[src/rtl/tmr_pkg.sv]
package tmr_pkg;

   typedef enum logic [1:0] {
      CLK_OFF = 2'd0,
      CLK_SYS = 2'd1,
      CLK_EXT = 2'd2,
      CLK_RSV = 2'd3
   } clk_mode_e;

   localparam logic [1:0] ADDR_CTRL = 2'd0;
   localparam logic [1:0] ADDR_MOD  = 2'd1;
   localparam logic [1:0] ADDR_STAT = 2'd2;

   localparam int STAT_OVF_BIT = 8;
   localparam int OPT_BITS     = 6;

   // Packed with start_on as the least significant bit.
   typedef struct packed {
      logic dbg_run;
      logic doze_frz;
      logic pause_on;
      logic stop_on;
      logic reload_on;
      logic start_on;
   } opt_t;

endpackage

[src/rtl/tmr_regs.sv]
module tmr_regs
   import tmr_pkg::*;
#(
   parameter int DATA_W = 32,
   parameter int CNT_W  = 16,
   parameter int PSC_W  = 3,
   parameter int SEL_W  = 4
)(
   input  logic              clk,
   input  logic              rst_n,
   input  logic              wr_en,
   input  logic [1:0]        wr_addr,
   input  logic [DATA_W-1:0] wr_data,
   output clk_mode_e         mode_req,
   output logic [PSC_W-1:0]  psc_sel,
   output logic [SEL_W-1:0]  trig_sel,
   output opt_t              opts,
   output logic [CNT_W-1:0]  modulo,
   output logic              flag_clr
);
   localparam int PSC_LSB = 2;
   localparam int SEL_LSB = PSC_LSB + PSC_W;
   localparam int OPT_LSB = SEL_LSB + SEL_W;

   logic wr_ctrl, wr_mod;
   logic unused_wr_bits;

   assign wr_ctrl  = wr_en && (wr_addr == ADDR_CTRL);
   assign wr_mod   = wr_en && (wr_addr == ADDR_MOD);
   assign flag_clr = wr_en && (wr_addr == ADDR_STAT) && wr_data[STAT_OVF_BIT];
   assign unused_wr_bits = ^wr_data;

   always_ff @(posedge clk or negedge rst_n) begin
      if (!rst_n) begin
         mode_req <= CLK_OFF;
         psc_sel  <= '0;
         trig_sel <= '0;
         opts     <= '0;
      end else if (wr_ctrl) begin
         mode_req <= clk_mode_e'(wr_data[1:0]);
         psc_sel  <= wr_data[SEL_LSB-1:PSC_LSB];
         trig_sel <= wr_data[OPT_LSB-1:SEL_LSB];
         opts     <= wr_data[OPT_LSB+OPT_BITS-1:OPT_LSB];
      end
   end

   always_ff @(posedge clk or negedge rst_n) begin
      if (!rst_n)      modulo <= '0;
      else if (wr_mod) modulo <= wr_data[CNT_W-1:0];
   end

endmodule

[src/rtl/tmr_clk_sel.sv]
module tmr_clk_sel
   import tmr_pkg::*;
#(
   parameter int SYNC_STAGES = 2
)(
   input  logic      clk,
   input  logic      rst_n,
   input  logic      ext_clk,
   input  clk_mode_e mode_req,
   output clk_mode_e mode_eff,
   output logic      active,
   output logic      tick
);
   logic [SYNC_STAGES:0] ext_sh;
   logic                 ext_rise;

   always_ff @(posedge clk or negedge rst_n) begin
      if (!rst_n) ext_sh[0] <= 1'b0;
      else        ext_sh[0] <= ext_clk;
   end

   for (genvar g = 1; g <= SYNC_STAGES; g++) begin : g_sync
      always_ff @(posedge clk or negedge rst_n) begin
         if (!rst_n) ext_sh[g] <= 1'b0;
         else        ext_sh[g] <= ext_sh[g-1];
      end
   end

   assign ext_rise = ext_sh[SYNC_STAGES-1] & ~ext_sh[SYNC_STAGES];

   // The mode in effect lags the request by one edge; this is also the acknowledge.
   always_ff @(posedge clk or negedge rst_n) begin
      if (!rst_n) mode_eff <= CLK_OFF;
      else        mode_eff <= mode_req;
   end

   always_comb begin
      unique case (mode_eff)
         CLK_SYS: tick = 1'b1;
         CLK_EXT: tick = ext_rise;
         default: tick = 1'b0;
      endcase
   end

   assign active = (mode_eff == CLK_SYS) || (mode_eff == CLK_EXT);

endmodule

[src/rtl/tmr_trig.sv]
module tmr_trig #(
   parameter int TRIG_N = 16,
   parameter int SEL_W  = 4
)(
   input  logic              clk,
   input  logic              rst_n,
   input  logic [TRIG_N-1:0] trig_in,
   input  logic [SEL_W-1:0]  trig_sel,
   output logic              trig_lvl,
   output logic              trig_edge
);
   logic trig_prev;

   assign trig_lvl  = trig_in[trig_sel];
   assign trig_edge = trig_lvl & ~trig_prev;

   always_ff @(posedge clk or negedge rst_n) begin
      if (!rst_n) trig_prev <= 1'b0;
      else        trig_prev <= trig_lvl;
   end

endmodule

[src/rtl/tmr_core.sv]
module tmr_core
   import tmr_pkg::*;
#(
   parameter int CNT_W = 16,
   parameter int PSC_W = 3
)(
   input  logic             clk,
   input  logic             rst_n,
   input  logic             active,
   input  logic             tick,
   input  logic [PSC_W-1:0] psc_sel,
   input  opt_t             opts,
   input  logic [CNT_W-1:0] modulo,
   input  logic             trig_lvl,
   input  logic             trig_edge,
   input  logic             dbg_mode,
   input  logic             doze_mode,
   input  logic             flag_clr,
   output logic [CNT_W-1:0] count,
   output logic             ovf_pulse,
   output logic             ovf_flag
);
   localparam int PDIV_W = (1 << PSC_W) - 1;

   logic [PDIV_W-1:0] psc_cnt, psc_mask;
   logic [CNT_W-1:0]  mod_eff;
   logic psc_last, freeze, hold, armed, gate;
   logic reload_hit, step, wrap;
   logic started, halted;

   always_comb begin
      psc_mask = '0;
      for (int i = 0; i < PDIV_W; i++) psc_mask[i] = (i < int'(psc_sel));
   end

   assign psc_last   = (psc_cnt & psc_mask) == psc_mask;
   assign freeze     = (doze_mode & opts.doze_frz) | (dbg_mode & ~opts.dbg_run);
   assign hold       = opts.pause_on & trig_lvl;
   assign armed      = ~opts.start_on | started;
   assign gate       = armed & ~halted & ~freeze & ~hold;
   assign mod_eff    = (modulo == '0) ? CNT_W'(1) : modulo;
   assign reload_hit = active & opts.reload_on & trig_edge;
   assign step       = active & tick & gate & psc_last & ~reload_hit;
   assign wrap       = step & (count >= mod_eff);

   always_ff @(posedge clk or negedge rst_n) begin
      if (!rst_n) begin
         psc_cnt <= '0;
         started <= 1'b0;
         halted  <= 1'b0;
      end else if (!active) begin
         psc_cnt <= '0;
         started <= 1'b0;
         halted  <= 1'b0;
      end else begin
         if (reload_hit)       psc_cnt <= '0;
         else if (tick & gate) psc_cnt <= psc_last ? '0 : psc_cnt + 1'b1;
         if (trig_edge) started <= 1'b1;
         if (wrap & opts.stop_on)                 halted <= 1'b1;
         else if (trig_edge & opts.start_on)      halted <= 1'b0;
      end
   end

   always_ff @(posedge clk or negedge rst_n) begin
      if (!rst_n)          count <= '0;
      else if (reload_hit) count <= '0;
      else if (wrap)       count <= '0;
      else if (step)       count <= count + 1'b1;
   end

   always_ff @(posedge clk or negedge rst_n) begin
      if (!rst_n) begin
         ovf_pulse <= 1'b0;
         ovf_flag  <= 1'b0;
      end else begin
         ovf_pulse <= wrap;
         if (wrap)          ovf_flag <= 1'b1;
         else if (flag_clr) ovf_flag <= 1'b0;
      end
   end

endmodule

[src/rtl/trig_mod_timer.sv]
module trig_mod_timer
   import tmr_pkg::*;
#(
   parameter int CNT_W       = 16,
   parameter int DATA_W      = 32,
   parameter int TRIG_N      = 16,
   parameter int PSC_W       = 3,
   parameter int SYNC_STAGES = 2
)(
   input  logic              clk,
   input  logic              rst_n,
   input  logic              wr_en,
   input  logic [1:0]        wr_addr,
   input  logic [DATA_W-1:0] wr_data,
   input  logic              ext_clk,
   input  logic [TRIG_N-1:0] trig_in,
   input  logic              dbg_mode,
   input  logic              doze_mode,
   output logic [CNT_W-1:0]  count,
   output logic              ovf_pulse,
   output logic              ovf_flag,
   output logic [1:0]        mode_ack
);
   localparam int SEL_W  = $clog2(TRIG_N);
   localparam int CTRL_W = 2 + PSC_W + SEL_W + OPT_BITS;

   if (CNT_W < 2 || CNT_W > DATA_W) begin : g_bad_cnt_w
      $error("CNT_W must lie between 2 and DATA_W");
   end
   if (TRIG_N < 2 || (1 << SEL_W) != TRIG_N) begin : g_bad_trig_n
      $error("TRIG_N must be a power of two, at least 2");
   end
   if (CTRL_W > DATA_W || DATA_W <= STAT_OVF_BIT) begin : g_bad_data_w
      $error("DATA_W too narrow for the control or status word");
   end
   if (PSC_W < 1 || PSC_W > 4) begin : g_bad_psc_w
      $error("PSC_W must lie between 1 and 4");
   end
   if (SYNC_STAGES < 2) begin : g_bad_sync
      $error("SYNC_STAGES must be at least 2");
   end

   clk_mode_e          mode_req, mode_eff;
   logic [PSC_W-1:0]   psc_sel;
   logic [SEL_W-1:0]   trig_sel;
   opt_t               opts;
   logic [CNT_W-1:0]   modulo;
   logic               flag_clr, active, tick, trig_lvl, trig_edge;

   tmr_regs #(.DATA_W(DATA_W), .CNT_W(CNT_W), .PSC_W(PSC_W), .SEL_W(SEL_W)) u_regs (
      .clk(clk), .rst_n(rst_n), .wr_en(wr_en), .wr_addr(wr_addr), .wr_data(wr_data),
      .mode_req(mode_req), .psc_sel(psc_sel), .trig_sel(trig_sel), .opts(opts),
      .modulo(modulo), .flag_clr(flag_clr)
   );

   tmr_clk_sel #(.SYNC_STAGES(SYNC_STAGES)) u_clk_sel (
      .clk(clk), .rst_n(rst_n), .ext_clk(ext_clk), .mode_req(mode_req),
      .mode_eff(mode_eff), .active(active), .tick(tick)
   );

   tmr_trig #(.TRIG_N(TRIG_N), .SEL_W(SEL_W)) u_trig (
      .clk(clk), .rst_n(rst_n), .trig_in(trig_in), .trig_sel(trig_sel),
      .trig_lvl(trig_lvl), .trig_edge(trig_edge)
   );

   tmr_core #(.CNT_W(CNT_W), .PSC_W(PSC_W)) u_core (
      .clk(clk), .rst_n(rst_n), .active(active), .tick(tick), .psc_sel(psc_sel),
      .opts(opts), .modulo(modulo), .trig_lvl(trig_lvl), .trig_edge(trig_edge),
      .dbg_mode(dbg_mode), .doze_mode(doze_mode), .flag_clr(flag_clr),
      .count(count), .ovf_pulse(ovf_pulse), .ovf_flag(ovf_flag)
   );

   assign mode_ack = mode_eff;

endmodule

[config.mk]
export PLATFORM = sky130hd
export DESIGN_NAME = trig_mod_timer
export DESIGN_NICKNAME = d
export VERILOG_FILES = /design/src/rtl/tmr_pkg.sv /design/src/rtl/tmr_regs.sv /design/src/rtl/tmr_clk_sel.sv /design/src/rtl/tmr_trig.sv /design/src/rtl/tmr_core.sv /design/src/rtl/trig_mod_timer.sv
export SDC_FILE = /design/constraint.sdc
export NUM_CORES = 1
export LEC_CHECK = 0
export ABC_AREA = 1
export CAP_MARGIN = 20
export CORE_ASPECT_RATIO = 1.25
export CORE_MARGIN = 5
export CORE_UTILIZATION = 25
export CTS_CLUSTER_SIZE = 25
export DETAILED_ROUTE_END_ITERATION = 6
export PLACE_DENSITY_LB_ADDON = 0.3
export SLEW_MARGIN = 5
export SYNTH_ARGS = -nofsm -noshare
export SYNTH_HDL_FRONTEND = slang
export SYNTH_SLANG_ARGS = --single-unit
[constraint.sdc]
create_clock -name clk -period 2.4 [get_ports clk]
set_input_delay 0.24 -clock clk [delete_from_list [all_inputs] [get_ports clk]]
set_output_delay 0.24 -clock clk [all_outputs]
set_load 0.01 [all_outputs]
==> impl_metrics.py, run 1 <==
metrics = {
    "grt": {
        "grt_pass1_vias": 3391,
        "grt_max_degree": 42,
        "grt_overflow": 0,
        "grt_pass1_wl_mm": 16.4,
        "antenna_found_initial": 0,
        "track_usage_pct": 11.5,
    },
    "die": {
        "dieArea_um2": 17700,
        "die_h_um": 147,
        "die_w_um": 120,
        "coreArea_um2": 14900,
        "rows": 50,
        "io_pins": 76,
        "start_util_pct": 25.4,
    },
    "clock_network": {
        "clock-root-buffer": "clkbuf_16",
        "max-clock-path-buffers": 2,
        "cts_htree_levels": 3,
        "cts.clk_slew.worst_paths_ns": 0.06,
        "numCtsBuffers": 9,
        "clock-sinks": 64,
        "cts_tree": "done",
        "clock_latency_ns": 0.34,
        "cts_setup_buffers": 0,
    },
    "timing": {
        "skew_ns": 0.00654,
        "max_freq_mhz": 465,
        "rsz0062_at_grt": "no",
        "report.final.slew_viol_count": 0,
        "period_needed_ns": 2.15,
        "max_slew_margin_pct": 58.6,
        "hold_violations": 0,
        "finalWorstSetupSlack_ns": 0.249,
        "setup_viol": 0,
        "fin_crit_sh_pct": 89.6,
        "finalSetupTns_ns": 0,
        "worst_pin_slew_ns": 0.621,
    },
    "synthesis": {
        "async_reset_ff_share_pct": 100,
        "synth_top_area_share_pct": 42.4,
        "avgSynthCellArea_um2": 7.97,
        "synth_compound_area_share_pct": 11.7,
        "syn_inst": 474,
        "synth-seq-cells": 64,
        "synth_edf_count": 0,
        "synth_xor_area_share_pct": 3.71,
        "post-synth-top-count-cell": "nand2_1",
        "synthTopCellsByCount": "105 x nand2_1, 84 x inv_1, 64 x dfrtp_1",
        "synth_fa_ha_area_share_pct": 6.63,
        "synth_top_area_cell": "dfrtp_1",
        "synth_cell_types": 32,
        "synth_area_leaders": "dfrtp_1 42%, nand2_1 10%, inv_1 8.3%",
        "synth_top_family_by_area": "simple AND/OR/NAND/NOR gates",
        "ys_warn_count": 0,
        "ys.flop_type": "dfrtp_1",
        "synth_area_um2": 3780,
        "yosysSeqAreaShare_pct": 42.4,
        "muxShareOfSynthArea_pct": 0,
        "synth_simple_gate_area_share_pct": 25.1,
        "synth_nets": 550,
    },
    "routing": {
        "ant_nets": 0,
        "wl_per_cell_um": 13.3,
        "wirelength_mm": 9.69,
        "highest_layer": "met4",
        "drt_iter0_drc": 109,
        "wl_met2_mm": 4.73,
        "drc": 0,
        "wl_met3_um": 360,
        "num_vias": 3266,
        "wl_met1_mm": 4.42,
        "drtPass1Iterations": 4,
        "viasPerCell": 4.47,
    },
    "setup_path": {
        "r2r-start": "u_clk_sel.mode_eff[0]$_DFF_PN0_",
        "path_class": "register to register",
        "r2r_slack_ns": 0.25,
        "cp.arrival_ns": 2.40,
        "endpoint_kind": "register",
        "rr_endpoint": "u_core.halted$_DFFE_PN0P_",
        "startpoint_type": "register",
        "r2r_cells": 9,
        "critPathRequiredTime_ns": 2.65,
        "crit_fanout": 18,
    },
    "run": {
        "drv_cap": 0,
    },
    "status": {
        "status": "completed",
    },
    "worst_hold_path": {
        "hold_path_class": "primary input to register",
        "hold_path.startpoint": "ext_clk",
        "whs_endpoint": "u_clk_sel.ext_sh[0]$_DFF_PN0_",
        "min_path_cells": 1,
    },
    "placement": {
        "pre_cts_ws_ns": 0.147,
        "dp_hpwl_mm": 7.47,
        "gp_congestion": 0.900,
        "portBuffers": 59,
    },
    "power_and_ir_drop": {
        "ir_drop_mv": 0.484,
        "power_uw": 4200,
        "leakagePower_uw": 0.00238,
        "power_density_nw_per_um2": 848,
    },
    "finish": {
        "diodes": 0,
        "nets": 620,
        "drive_above_1_share_pct": 10.0,
        "syn2layout_area_growth_pct": 31.0,
        "fillers": 1582,
    },
}
## metrics by stage
stage	area (µm²)	hold slack (ns)	instances	utilization [%]
2_1_floorplan	3780	-0.0556	474	-
3_3_place_gp	4610	0.300	714	30.9
3_5_place_dp	4610	0.294	714	30.9
4_1_cts	4920	0.347	731	33.1
5_1_grt	4950	0.345	731	33.2
6_report	4950	0.359	731	33.2
## final cells by class
cell class	instances	area, µm²	share of cell area (%)
Sequential cell	64	1600	32.4
Clock inverter	6	67.6	1.37
Tap cell	182	228	4.60
Timing Repair Buffer	69	679	13.7
Inverter	87	329	6.65
Clock buffer	10	239	4.83
Multi-Input combinational cell	313	1800	36.5
## metal layers
metal	track usage [%]	vias up
met5	0	-
met1	14.4	1536
met3	2.49	12
met2	19.0	60
met4	4.81	0
li1	-	1658
## where the power goes
group / internal (µW) / switching [µW] / leakage, µW
Combinational: 604 / 730 / 0.00142
Clock: 835 / 502 / 0.000145
Sequential: 1280 / 241 / 0.000821
Total: 2720 / 1470 / 0.00238
## critical path, stage by stage, from the launching register on
cell,delay [ns]
dfrtp_1,0.38
inv_1,0.05
ha_1,0.35
nor2_1,0.13
o2111ai_1,0.12
a21oi_1,0.28
nand3_4,0.20
nor2_8,0.28
nand3_1,0.16
o21ai_0,0.11
## cells in the final DEF, fill, tap and decap left out, drive strengths merged
master and instances:
nand3 41, nand3b 1, a41o 1, o21ai 58
nor2 30, a21boi 1, nor3 8, xor2 13
clkdlybuf4s50 58, o2111ai 1, dlygate4sd3 1, buf 10
clkinv 2, xnor2 3, ha 20, clkbuf 10
clkinvlp 2, nor4 9, a31oi 2, nand2 109
nand4 2, dfrtp 64, a21oi 12, o21a 2
inv 88, bufinv 1
## how the worst max path moves through the flow
stage | startpoint | end | slack (ns) | depth (start not counted)
after floorplan | u_regs.modulo[7]$_DFFE_PN0P_ | u_core.count[8]$_DFFE_PN0P_ | 0.48 | 16
after global placement | u_regs.modulo[13]$_DFFE_PN0P_ | u_core.count[7]$_DFFE_PN0P_ | 0.20 | 14
after detailed placement | u_regs.modulo[13]$_DFFE_PN0P_ | u_core.count[7]$_DFFE_PN0P_ | 0.15 | 14
after CTS | u_regs.modulo[13]$_DFFE_PN0P_ | u_core.count[7]$_DFFE_PN0P_ | 0.12 | 14
after global routing | u_clk_sel.mode_eff[0]$_DFF_PN0_ | u_core.halted$_DFFE_PN0P_ | 0.008 | 9
final | u_clk_sel.mode_eff[0]$_DFF_PN0_ | u_core.halted$_DFFE_PN0P_ | 0.25 | 9
## cell families (layout without fill, tap and decap cells)
logic type,Yosys count,in the layout
AND/OR/NAND/NOR,200,200
adder cells (fa/ha/maj),20,20
XOR/XNOR,16,16
buffers and inverters,97,172
AO/OA/AOI/OAI,77,77
flip-flops,64,64
## repair_timing
action | CTS | global route
hold endpoints to repair | 23 | 0
hold buffers | 1 | 0
endpoints found under the setup margin | 0 | 12
resized for setup | 0 | 5
## flip-flops by register name, summed over array words and instances (netlist names)
name                flops
u_clk_sel.ext_sh        3
u_clk_sel.mode_eff      2
u_core.count           16
u_core.halted           1
u_core.ovf_flag         1
u_core.ovf_pulse        1
u_core.psc_cnt          7
u_core.started          1
u_regs.mode_req         2
u_regs.modulo          16
u_regs.opts             6
u_regs.psc_sel          3
u_regs.trig_sel         4
u_trig.trig_prev        1
Note: power is estimated with default switching activity, not from simulation.
==> inputs of run 2 (changes only) <==
--- a/config.mk
+++ b/config.mk
@@ -6,10 +6,11 @@
 export NUM_CORES = 1
 export LEC_CHECK = 0
 export ABC_AREA = 1
+export ABC_CLOCK_PERIOD_IN_PS = 2400
 export CAP_MARGIN = 20
 export CORE_ASPECT_RATIO = 1.25
 export CORE_MARGIN = 5
-export CORE_UTILIZATION = 25
+export CORE_UTILIZATION = 52
 export CTS_CLUSTER_SIZE = 25
 export DETAILED_ROUTE_END_ITERATION = 6
 export PLACE_DENSITY_LB_ADDON = 0.3
==> impl_metrics.py, run 2 (synthesis results as in run 1) <==
metrics = {
    "status": {
        "status": "completed",
    },
    "power_and_ir_drop": {
        "power_density_nw_per_um2": 823,
        "ir_drop_mv": 0.488,
        "leakagePower_uw": 0.00236,
    },
    "placement": {
        "pre_cts_ws_ns": 0.120,
        "dp_hpwl_mm": 6.91,
        "portBuffers": 59,
        "gp_congestion": 0.933,
    },
    "grt": {
        "grt_pass1_vias": 3251,
        "grt_overflow": 0,
        "grt_pass1_wl_mm": 15.0,
        "grt_max_degree": 41,
        "track_usage_pct": 20.9,
        "antenna_found_initial": 0,
    },
    "finish": {
        "nets": 623,
        "multi_input_area_um2": 1800,
        "seqCellArea_um2": 1600,
        "top_regs": "u_core.count: 16 flops, u_regs.modulo: 16 flops, u_core.psc_cnt: 7 flops",
        "diodes": 0,
        "mostFrequentLayoutCells": "105 x nand2_1, 84 x inv_1, 64 x dfrtp_1",
        "fillers": 593,
        "mostFrequentLayoutCell": "nand2_1",
        "drive_above_1_share_pct": 10.3,
        "syn2layout_area_growth_pct": 26.4,
        "post-route-util_pct": 68.0,
    },
    "timing": {
        "finalSetupTns_ns": 0,
        "max_slew_margin_pct": 47.3,
        "rsz0062_at_grt": "no",
        "worst_pin_slew_ns": 0.789,
        "finalWorstSetupSlack_ns": 0.164,
        "report.final.slew_viol_count": 0,
        "setup_viol": 0,
        "fin_crit_sh_pct": 93.2,
        "skew_ns": 0.00914,
        "hold_violations": 0,
        "period_needed_ns": 2.24,
        "max_freq_mhz": 447,
    },
    "die": {
        "io_pins": 76,
        "die_h_um": 105,
        "die_w_um": 86.2,
        "dieArea_um2": 9080,
        "rows": 34,
        "start_util_pct": 53.8,
        "coreArea_um2": 7020,
    },
    "routing": {
        "wl_per_cell_um": 13.9,
        "drt_iter0_drc": 135,
        "ant_nets": 0,
        "wirelength_mm": 8.94,
        "num_vias": 3273,
        "viasPerCell": 5.10,
        "drtPass1Iterations": 4,
        "drc": 0,
    },
    "clock_network": {
        "clock-sinks": 64,
        "cts_tree": "done",
        "clock_latency_ns": 0.34,
        "clock-root-buffer": "clkbuf_8",
        "cts.clk_slew.worst_paths_ns": 0.08,
        "numCtsBuffers": 9,
        "max-clock-path-buffers": 2,
        "cts_htree_levels": 3,
    },
    "setup_path": {
        "endpoint_kind": "register",
        "crit_fanout": 5,
        "startpoint_type": "register",
        "cp.arrival_ns": 2.51,
        "path_class": "register to register",
        "critPathRequiredTime_ns": 2.67,
    },
    "worst_hold_path": {
        "hold_path_class": "primary input to register",
    },
    "run": {
        "drv_cap": 0,
    },
}
==> run 2: path summary, 6_finish.rpt <==
check / startpoint / to / slack [ns] / depth (start not counted)
max in group asynchronous: rst_n / u_regs.modulo[13]$_DFFE_PN0P_ / 1.35 / 3
hold reg to reg: u_clk_sel.ext_sh[0]$_DFF_PN0_ / u_clk_sel.ext_sh[1]$_DFF_PN0_ / 0.37 / 0
min in group asynchronous: rst_n / u_core.ovf_pulse$_DFF_PN0_ / 0.44 / 2
setup / recovery: u_regs.modulo[14]$_DFFE_PN0P_ / u_core.count[11]$_DFFE_PN0P_ / 0.16 / 16
hold / removal: ext_clk / u_clk_sel.ext_sh[0]$_DFF_PN0_ / 0.33 / 1
setup reg to reg: u_regs.modulo[14]$_DFFE_PN0P_ / u_core.count[11]$_DFFE_PN0P_ / 0.16 / 16
==> run 2: final cells by class <==
cell class	instances	share of cell area, %
inverter	87	6.89
sequential	64	33.5
tap	90	2.36
clock inverter	7	2.02
timing repair buffer	72	15.0
clock buffer	9	2.59
multi-input combinational	313	37.6
==> run 2: timing repair <==
action / in CTS / in global routing
buffers inserted: 0 / 1
endpoints found under the setup margin: 0 / 11
resized for setup: 0 / 4
hold endpoints to repair: 24 / 0
hold buffers: 1 / 0
==> run 2: per-layer routing <==
layer  vias up  routed length [µm]  GRT usage [%]
met5         -                   0              0
met3        19                 306           2.81
met2        67                4750           36.6
met4         0                 238           9.24
met1      1521                3650           25.4
li1       1666                   -              -
==> run 2: where the power goes <==
| part | total (µW) | internal, µW | switching, µW | leakage [µW] |
|---|---|---|---|---|
| Combinational | 1390 | 641 | 754 | 0.00143 |
| Sequential | 1510 | 1280 | 228 | 0.000821 |
| Clock | 1020 | 584 | 440 | 0.000101 |
==> run 2: per-stage QoR <==
step                hold WS [ns]  cells  area (µm²)  total power (µW)
floorplan                -0.0556    474        3780              2320
global placement           0.284    624        4520              2840
detailed placement         0.284    624        4520              2890
CTS                        0.316    641        4750              3930
global route               0.312    642        4770              4190
finish                     0.330    642        4770              3930
==> run 2: worst max-delay path, stage by stage (launching register included) <==
cell and delay [ns]:
dfrtp_1 0.42, nor4_2 0.29, buf_4 0.16, a41o_1 0.16, ha_1 0.13, inv_1 0.05
a21oi_2 0.11, o21ai_0 0.08, nand2_1 0.06, nand2_1 0.04, nand2_1 0.07, nand3_2 0.07
buf_6 0.15, buf_4 0.14, nor2_1 0.10, nand2_1 0.07, o21ai_2 0.06
==> inputs of run 3 (changes only) <==
--- a/config.mk
+++ b/config.mk
@@ -14,7 +14,6 @@
 export CTS_CLUSTER_SIZE = 25
 export DETAILED_ROUTE_END_ITERATION = 6
 export PLACE_DENSITY_LB_ADDON = 0.3
-export SLEW_MARGIN = 5
 export SYNTH_ARGS = -nofsm -noshare
 export SYNTH_HDL_FRONTEND = slang
 export SYNTH_SLANG_ARGS = --single-unit
==> results of run 3 <==
Final layout, timing and power as in run 2 (identical DEF).
